**src/rtl/adc_demux_pkg.sv**
```systemverilog
`timescale 1ns/1ps
package adc_demux_pkg;

  typedef enum logic [1:0] {
    OM_PAR = 2'd0,
    OM_ILV = 2'd1,
    OM_ONE = 2'd2
  } out_mode_e;

  // Upper select bit wins: single bank regardless of the lower bit.
  function automatic out_mode_e decode_mode(input logic sel1, input logic sel2);
    if (sel1)      return OM_ONE;
    else if (sel2) return OM_ILV;
    else           return OM_PAR;
  endfunction

endpackage

```
**src/rtl/adc_demux_pipe.sv**
```systemverilog
`timescale 1ns/1ps
module adc_demux_pipe #(
  parameter int W     = 8,
  parameter int DEPTH = 3
) (
  input  logic         clk,
  input  logic         rst,
  input  logic         in_valid,
  input  logic [W-1:0] in_data,
  output logic         out_valid,
  output logic [W-1:0] out_data
);

  generate
    for (genvar i = 0; i < DEPTH; i++) begin : g_stage
      logic         v;
      logic [W-1:0] d;
      if (i == 0) begin : g_head
        always_ff @(posedge clk) begin
          if (rst) v <= 1'b0;
          else     v <= in_valid;
          d <= in_data;
        end
      end else begin : g_body
        always_ff @(posedge clk) begin
          if (rst) v <= 1'b0;
          else     v <= g_stage[i-1].v;
          d <= g_stage[i-1].d;
        end
      end
    end
  endgenerate

  assign out_valid = g_stage[DEPTH-1].v;
  assign out_data  = g_stage[DEPTH-1].d;

endmodule

```
**src/rtl/adc_demux_phase.sv**
```systemverilog
`timescale 1ns/1ps
module adc_demux_phase (
  input  logic clk,
  input  logic rst,
  input  logic dual,
  input  logic realign,
  input  logic advance,
  output logic phase
);

  always_ff @(posedge clk) begin
    if (rst)                      phase <= 1'b0;
    else if (dual && realign)     phase <= 1'b0;
    else if (dual && advance)     phase <= ~phase;
  end

  // realign in a two-bank mode leaves the phase at bank A
  p_realign_clears_r6: assert property (@(posedge clk) disable iff (rst)
    (dual && realign) |=> !phase);

  // single-bank operation freezes the phase
  p_phase_frozen_r7: assert property (@(posedge clk) disable iff (rst)
    (!dual && !rst) |=> $stable(phase));

endmodule

```
**src/rtl/adc_demux_steer.sv**
```systemverilog
`timescale 1ns/1ps
module adc_demux_steer
  import adc_demux_pkg::*;
#(
  parameter int W = 8
) (
  input  logic         clk,
  input  logic         rst,
  input  out_mode_e    mode,
  input  logic         in_valid,
  input  logic [W-1:0] in_data,
  input  logic         phase,
  input  logic         realign,
  output logic [W-1:0] bank_a,
  output logic [W-1:0] bank_b,
  output logic         oclk_p,
  output logic         oclk_n
);

  logic         dual;
  logic         clr;
  logic [W-1:0] hold_q;

  assign dual = (mode != OM_ONE);
  assign clr  = dual && realign;

  always_ff @(posedge clk) begin
    if (rst) begin
      bank_a <= '0;
      bank_b <= '0;
      hold_q <= '0;
      oclk_p <= 1'b0;
      oclk_n <= 1'b1;
    end else if (clr) begin
      hold_q <= '0;
      oclk_p <= 1'b0;
      oclk_n <= 1'b1;
    end else begin
      case (mode)
        OM_ONE: begin
          if (in_valid) bank_a <= in_data;
          oclk_p <= in_valid;
          oclk_n <= !in_valid;
        end
        OM_ILV: begin
          if (in_valid) begin
            if (!phase) bank_a <= in_data;
            else        bank_b <= in_data;
            oclk_p <= phase;
            oclk_n <= !phase;
          end
        end
        OM_PAR: begin
          if (in_valid) begin
            if (!phase) begin
              hold_q <= in_data;
            end else begin
              bank_a <= hold_q;
              bank_b <= in_data;
            end
            oclk_p <= phase;
            oclk_n <= !phase;
          end
        end
        default: begin
        end
      endcase
    end
  end

  // the clock pair stays complementary
  p_oclk_pair_r8: assert property (@(posedge clk) disable iff (rst)
    oclk_n == !oclk_p);

  // no strobe without a bank-A write in single-bank mode
  p_strobe_idle_r8: assert property (@(posedge clk) disable iff (rst)
    (!rst && mode == OM_ONE && !in_valid) |=> !oclk_p);

  // bank B untouched in single-bank mode
  p_b_hold_single_r4: assert property (@(posedge clk) disable iff (rst)
    (!rst && mode == OM_ONE) |=> $stable(bank_b));

  // alternating mode never updates both banks together
  p_one_bank_ilv_r2: assert property (@(posedge clk) disable iff (rst)
    (!rst && mode == OM_ILV) |=> ($stable(bank_a) || $stable(bank_b)));

  // first word of a pair leaves both banks unchanged
  p_pair_first_r3: assert property (@(posedge clk) disable iff (rst)
    (!rst && mode == OM_PAR && in_valid && !phase && !realign)
      |=> ($stable(bank_a) && $stable(bank_b)));

endmodule

```
**src/rtl/adc_bank_demux.sv**
```systemverilog
`timescale 1ns/1ps
module adc_bank_demux
  import adc_demux_pkg::*;
#(
  parameter int SMP_W     = 8,
  parameter int LAT_STAGE = 3
) (
  input  logic             clk,
  input  logic             rst,
  input  logic             mode_sel1,
  input  logic             mode_sel2,
  input  logic             phase_rst,
  input  logic             pwr_down,
  input  logic             smp_valid,
  input  logic [SMP_W-1:0] smp_data,
  output logic [SMP_W-1:0] bank_a,
  output logic [SMP_W-1:0] bank_b,
  output logic             oclk_p,
  output logic             oclk_n,
  output logic             oe_data,
  output logic             oe_clk
);

  out_mode_e        mode_now;
  logic             dual;
  logic             lat_valid;
  logic [SMP_W-1:0] lat_data;
  logic             phase;
  logic             advance;

  assign mode_now = decode_mode(mode_sel1, mode_sel2);
  assign dual     = (mode_now != OM_ONE);
  assign advance  = lat_valid && !phase_rst;

  adc_demux_pipe #(.W(SMP_W), .DEPTH(LAT_STAGE)) u_pipe (
    .clk      (clk),
    .rst      (rst),
    .in_valid (smp_valid),
    .in_data  (smp_data),
    .out_valid(lat_valid),
    .out_data (lat_data)
  );

  adc_demux_phase u_phase (
    .clk    (clk),
    .rst    (rst),
    .dual   (dual),
    .realign(phase_rst),
    .advance(advance),
    .phase  (phase)
  );

  adc_demux_steer #(.W(SMP_W)) u_steer (
    .clk     (clk),
    .rst     (rst),
    .mode    (mode_now),
    .in_valid(lat_valid),
    .in_data (lat_data),
    .phase   (phase),
    .realign (phase_rst),
    .bank_a  (bank_a),
    .bank_b  (bank_b),
    .oclk_p  (oclk_p),
    .oclk_n  (oclk_n)
  );

  always_ff @(posedge clk) begin
    if (rst) begin
      oe_data <= 1'b0;
      oe_clk  <= 1'b0;
    end else begin
      oe_data <= !pwr_down;
      oe_clk  <= !pwr_down;
    end
  end

  // enables follow power-down one edge later
  p_oe_follow_r9: assert property (@(posedge clk) disable iff (rst)
    !$past(rst) |-> (oe_data == !$past(pwr_down) && oe_clk == !$past(pwr_down)));

endmodule

```
**config.mk**
```make
export PLATFORM = sky130hd
export DESIGN_NAME = adc_bank_demux
export DESIGN_NICKNAME = d
export VERILOG_FILES = /design/src/rtl/adc_demux_pkg.sv /design/src/rtl/adc_demux_pipe.sv /design/src/rtl/adc_demux_phase.sv /design/src/rtl/adc_demux_steer.sv /design/src/rtl/adc_bank_demux.sv
export SDC_FILE = /design/constraint.sdc
export NUM_CORES = 1
export LEC_CHECK = 0
export BUFFER_PORTS_ARGS = -buffer_cell sky130_fd_sc_hd__buf_2
export CAP_MARGIN = 20
export CORE_ASPECT_RATIO = 1.25
export CORE_MARGIN = 1.5
export CORE_UTILIZATION = 27
export DETAILED_ROUTE_END_ITERATION = 6
export SYNTH_ARGS = -nofsm -noshare
export SYNTH_HDL_FRONTEND = slang
export SYNTH_SLANG_ARGS = --single-unit
```
**constraint.sdc**
```tcl
create_clock -name clk -period 1.75 [get_ports clk]
set_input_delay 0.35 -clock clk [delete_from_list [all_inputs] [get_ports clk]]
set_output_delay 0.35 -clock clk [all_outputs]
set_load 0.05 [all_outputs]
```
==> metrics.csv, run 1 <==
metric,value,unit
ioPinCount,35,
drive_gt1_frac,0.302,
yosysUniqueCellTypes,24,
fp.dieH,96.0,um
avgViaCountPerCell,4.04,
ir_drop,0.000482,V
area_growth,18.2,%
synth_simple_gate_area_frac,0.165,
skew,0.00452,ns
antenna_found_initial,0,
cts_buffers,5,
drtAntennaViolNets,0,
synthMostInstantiatedCell,dfxtp_1,
synth_top_family_by_area,simple AND/OR/NAND/NOR gates,
synth_compound_area_frac,0.0944,
cts_setup_buffers,0,
numPortBuffers,34,
synth-edff-count,0,
leakagePower,0.000910,uW
min_path_cells,1,
hold_viol,0,
synthTopCellsByArea,"dfxtp_1, mux2_4, a21oi_1, mux2i_1, nor2b_1",
yosysTopAreaCellShare,0.589,
drt_iter0_markers,122,
grt_max_degree,27,
drt-met1-wl,1.47,mm
cts_tree,yes,
multi_input_area,708,um2
worstPathArrival,1.70,ns
synth_ff_type,dfxtp_1,
yosys.area_share.adder,0,
fin_nets,216,
synth_mux_area_frac,0.107,
syn_nets,185,
avgSynthCellArea,11.0,um2
grt_usage,0.0998,
num-fill-cells,672,
clock-sinks,55,
worstHoldPathType,in -> reg,
highest_layer,met4,
timing.hold.ws,0.128,ns
vias,1169,
rows,33,
synth_cells,170,
synth.cell_area,1870,um2
finalPower,2160,uW
start_util,0.281,
die_x,77.4,um
cts_buffer_depth,2,
cp_max_fo,9,
overflow,0,
met3_length,202,um
cp-end-kind,register,
wirelength,3.10,mm
dp_worst_setup_slack,0.135,ns
ff2ff_setup_slack,0.25,ns
synth-xor-area-share,0.00870,
insertion_delay,0.31,ns
gp_congestion,0.768,
critPathKind,reg -> reg,
worst_pin_slew,0.474,ns
ys_top_cells_by_count,"dfxtp_1, a21oi_1, nand2_1, nor2_1, nor2b_1",
cp.required,1.95,ns
cts_resized,0,
cts_hold_buf,0,
period_share,0.857,
htree_num_levels,2,
rsz0062_at_grt,false,
yosysTopAreaCell,dfxtp_1,
path_clk_slew,0.10,ns
synthArstFlopShare,0,
core_area,6650,um2
finalCriticalPeriod,1.50,ns
fin_ws,0.250,ns
r2r_cells,3,
cts-root-buf,clkbuf_8,
seq_area_frac_synth,0.589,
fin_cells,289,
register_area,1100,um2
status,"complete, no violations",
num_antenna_cells,0,
wire_per_inst,10.7,um
hpwl,2.15,mm
critPathLaunchType,register,
yosysWarningCount,0,
p_per_area,979,nW/um2
ys_ff_latch,55,
tns,0,ns
dieArea,7430,um2
drt_first_pass_iters,4,
maxCapViolations,0,
slew_headroom,0.683,
dp_cells,281,
dr_wl_met2,1.37,mm
fmax,0.667,GHz
drc,0,
grt_pass1_vias,1169,
grt_pass1_wl,5.75,mm
maxSlewViolCount,0,
finalSetupViolCount,0,
==> metal layers <==
metal,up-vias,GRT usage
met5,-,0
met4,0,0.0455
met3,6,0.0379
met2,29,0.151
met1,510,0.126
li1,624,-
==> worst paths after layout <==
path	start	end
worst max-delay path	u_pipe.out_valid$_SDFF_PP0_	u_steer.hold_q[1]$_SDFFE_PP0P_
worst min-delay path	smp_data[2]	u_pipe.g_stage[0].d[2]$_DFF_P_
worst max register to register	u_pipe.out_valid$_SDFF_PP0_	u_steer.hold_q[1]$_SDFFE_PP0P_
worst min register to register	u_pipe.g_stage[1].d[1]$_DFF_P_	u_pipe.out_data[1]$_DFF_P_
==> cell usage in the layout (no fill, tap or decap), drive strengths merged, types with 3 or more instances in the layout <==
| cell type | count |
|---|---|
| dfxtp | 55 |
| mux2i | 8 |
| nor2 | 12 |
| clkbuf | 5 |
| inv | 3 |
| or3b | 8 |
| nor2b | 11 |
| o21ai | 10 |
| a21oi | 18 |
| mux2 | 8 |
| nand2 | 18 |
| buf | 36 |
==> critical path: stages, from the launching register on <==
cell and delay (ns):
dfxtp_1 0.55, or4b_1 0.64, nand2_1 0.13, a21oi_1 0.06
==> per-stage QoR <==
stage / utilization / cell area, um2
after floorplan: - / 1870
after global placement: 0.317 / 2110
after detailed placement: 0.317 / 2110
after CTS: 0.332 / 2210
after global routing: 0.332 / 2210
final: 0.332 / 2210
==> state kept, by name (all words and copies together) (netlist names) <==
signal and count:
u_steer.hold_q 8, oe_clk 1, u_steer.bank_b 8, u_pipe.g_stage.d 16
u_pipe.g_stage.v 2, u_steer.oclk_n 1, u_steer.bank_a 8, u_pipe.out_valid 1
u_pipe.out_data 8, u_phase.phase 1, u_steer.oclk_p 1
==> final cells by class <==
cell class	count	area share
Sequential cell	55	0.498
Multi-Input combinational cell	102	0.320
Timing Repair Buffer	36	0.0838
Tap cell	87	0.0493
Clock buffer	5	0.0311
Clock inverter	3	0.0153
Inverter	1	0.00170
==> where the power goes <==
group,switching (uW),internal [uW],leakage [uW]
Clock,445,304,0.0000519
Combinational,69.5,38.1,0.000405
Sequential,16.8,1290,0.000453
==> logic make-up after synthesis <==
logic type	Yosys count
DFF	55
and+or+nand+nor	54
AOI/OAI and AO/OA	31
muxes	16
buffers and inverters	13
xor gates and xnor gates	1
Note: power is estimated with default switching activity, not from simulation.
==> inputs of run 2 (changes only) <==
- PLACE_DENSITY: not set -> 0.44
- TNS_END_PERCENT: not set -> 30
==> run 2 against run 1 <==
Sequential cell count did not move; hold slack better by 0.013 ns; clock power is 16% higher; sequential power about the same; total power is 5.6% higher; via count fell by 0.77%; non-clock buffer count increased by 2; global-route usage fell by 0.73 points; combinational power barely moved; critical path type unchanged.
==> metrics.csv, run 2 (same netlist as run 1, synthesis figures left out) <==
metric,value,unit,change
status,"complete, no violations",,
insertion_delay,0.30,ns,about the same
final_common_cell,dfxtp_1,,
cts_setup_buffers,0,,unchanged
regMostFlops,u_pipe.g_stage.d,,
ir_drop,0.000562,V,+17%
rows,33,,unchanged
worstHoldPathType,in -> reg,,
final_cell_mix,"dfxtp_1, buf_2, nand2_1, a21oi_1, nor2_1",,
htree_num_levels,2,,unchanged
wirelength,3.10,mm,-0.26%
leakagePower,0.000930,uW,+2.1%
critPathLaunchType,register,,
area_growth,20.0,%,
min_to,u_pipe.g_stage[0].d[4]$_DFF_P_,,
path_clk_slew,0.10,ns,about the same
reg2reg_to,u_steer.hold_q[3]$_SDFFE_PP0P_,,
dp_worst_setup_slack,0.144,ns,+0.00914 ns
fmax,0.657,GHz,-1.5%
antenna_found_initial,0,,unchanged
rsz0062_at_grt,false,,
hp-start,smp_data[4],,
cp_max_fo,9,,unchanged
cts_resized,0,,unchanged
gp_congestion,0.694,,-9.6%
register_area,1100,um2,unchanged
drt_first_pass_iters,4,,unchanged
cts-root-buf,clkbuf_8,,
vias,1160,,-0.77%
start_util,0.281,,unchanged
hpwl,2.21,mm,+2.4%
grt_max_degree,23,,-15%
core_area,6650,um2,unchanged
overflow,0,,unchanged
wire_per_inst,10.6,um,-0.94%
r2r_start,u_pipe.out_valid$_SDFF_PP0_,,
finalSetupViolCount,0,,unchanged
die_x,77.4,um,unchanged
dieArea,7430,um2,unchanged
tns,0,ns,unchanged
num_antenna_cells,0,,unchanged
p_per_area,1020,nW/um2,+4.0%
maxCapViolations,0,,unchanged
min_path_cells,1,,unchanged
fin_ws,0.227,ns,-0.0233 ns
grt_pass1_wl,5.26,mm,-8.5%
multi_input_area,708,um2,unchanged
avgViaCountPerCell,3.99,,-1.5%
numPortBuffers,34,,unchanged
fin_nets,218,,+0.93%
max_stage_delay,0.64,ns,about the same
grt_pass1_vias,1118,,-4.4%
worst_path_max_delay_cell,or4b_1,,
maxSlewViolCount,0,,unchanged
critPathKind,reg -> reg,,
slew_headroom,0.685,,+0.00183
worst_pin_slew,0.471,ns,-0.00273 ns
largest_reg_flops,16,,unchanged
cts_buffer_depth,2,,unchanged
period_share,0.870,,+0.0133
finalCriticalPeriod,1.52,ns,+0.0233 ns
drt_iter0_markers,25,,-80%
cts_hold_buf,0,,unchanged
r2r_cells,3,,unchanged
clock-sinks,55,,unchanged
ioPinCount,35,,unchanged
cts_buffers,5,,unchanged
skew,0.00572,ns,+0.00120 ns
worstPathArrival,1.70,ns,about the same
cp-end-kind,register,,
fp.dieH,96.0,um,unchanged
grt_usage,0.0925,,-0.00726
drc,0,,unchanged
cp.required,1.93,ns,-0.02 ns
cts_tree,yes,,
ff2ff_setup_slack,0.23,ns,-0.02 ns
hold_viol,0,,unchanged
crit_chain,or4b_1 -> nand2_1 -> a21oi_1,,
drtAntennaViolNets,0,,unchanged
drive_gt1_frac,0.309,,+0.00684
num-fill-cells,678,,+0.89%
run 2: cell count changes in the layout (fill, tap and decap cells not counted):
cell       delta
clkbuf_8      +1
buf_4         +2
inv_6         -1
clkinv_8      -1
bufinv_16     +1
run 2: final cells by class:
class	count	area share
inverter	1	0.00167
multi-input combinational	102	0.316
clock inverter	2	0.0173
timing repair buffer	38	0.0892
clock buffer	6	0.0368
tap	87	0.0485
sequential	55	0.491
run 2: how the worst max path moves through the flow:
| stage | from | endpoint | slack (ns) | depth (start not counted) |
|---|---|---|---|---|
| final | u_pipe.out_valid$_SDFF_PP0_ | u_steer.hold_q[3]$_SDFFE_PP0P_ | 0.23 | 3 |
| after global routing | u_pipe.out_valid$_SDFF_PP0_ | u_steer.hold_q[3]$_SDFFE_PP0P_ | 0.13 | 3 |
| after CTS | u_pipe.out_valid$_SDFF_PP0_ | u_steer.hold_q[3]$_SDFFE_PP0P_ | 0.22 | 3 |
| after detailed placement | mode_sel1 | u_steer.hold_q[3]$_SDFFE_PP0P_ | 0.14 | 4 |
| after global placement | mode_sel1 | u_steer.hold_q[1]$_SDFFE_PP0P_ | 0.16 | 4 |
| after floorplan | mode_sel2 | u_steer.bank_a[0]$_SDFFE_PP0P_ | 0.33 | 4 |
run 2: routing by layer:
metal	global-route usage	wire length, um	vias up
met2	0.151	1380	27
met5	0	0	-
met3	0.0284	165	6
li1	-	-	628
met4	0.0545	74	0
met1	0.107	1480	499
run 2: power by group:
| group | internal (uW) | leakage [uW] | total (uW) | switching (uW) |
|---|---|---|---|---|
| logic | 41.0 | 0.000415 | 111 | 70.1 |
| registers | 1290 | 0.000453 | 1300 | 16.4 |
| clock network | 471 | 0.0000618 | 868 | 397 |
| total | 1800 | 0.000930 | 2280 | 484 |
run 2: worst max-delay path, delay by kind of cell, from the launching register on:
family,cells,cell delay (ns)
AO/OA/AOI/OAI,1,0.07
AND/OR/NAND/NOR,2,0.78
flip-flops,1,0.55
run 2: per-stage QoR:
stage          cell area, um2  hold WS [ns]  cells  total power (uW)  utilization
2_1_floorplan            1870         0.310    170              1410            -
3_3_place_gp             2120         0.310    283              1450        0.319
3_5_place_dp             2120         0.312    283              1450        0.319
4_1_cts                  2240         0.128    291              2330        0.337
5_1_grt                  2240         0.122    291              2390        0.337
6_report                 2240         0.141    291              2280        0.337
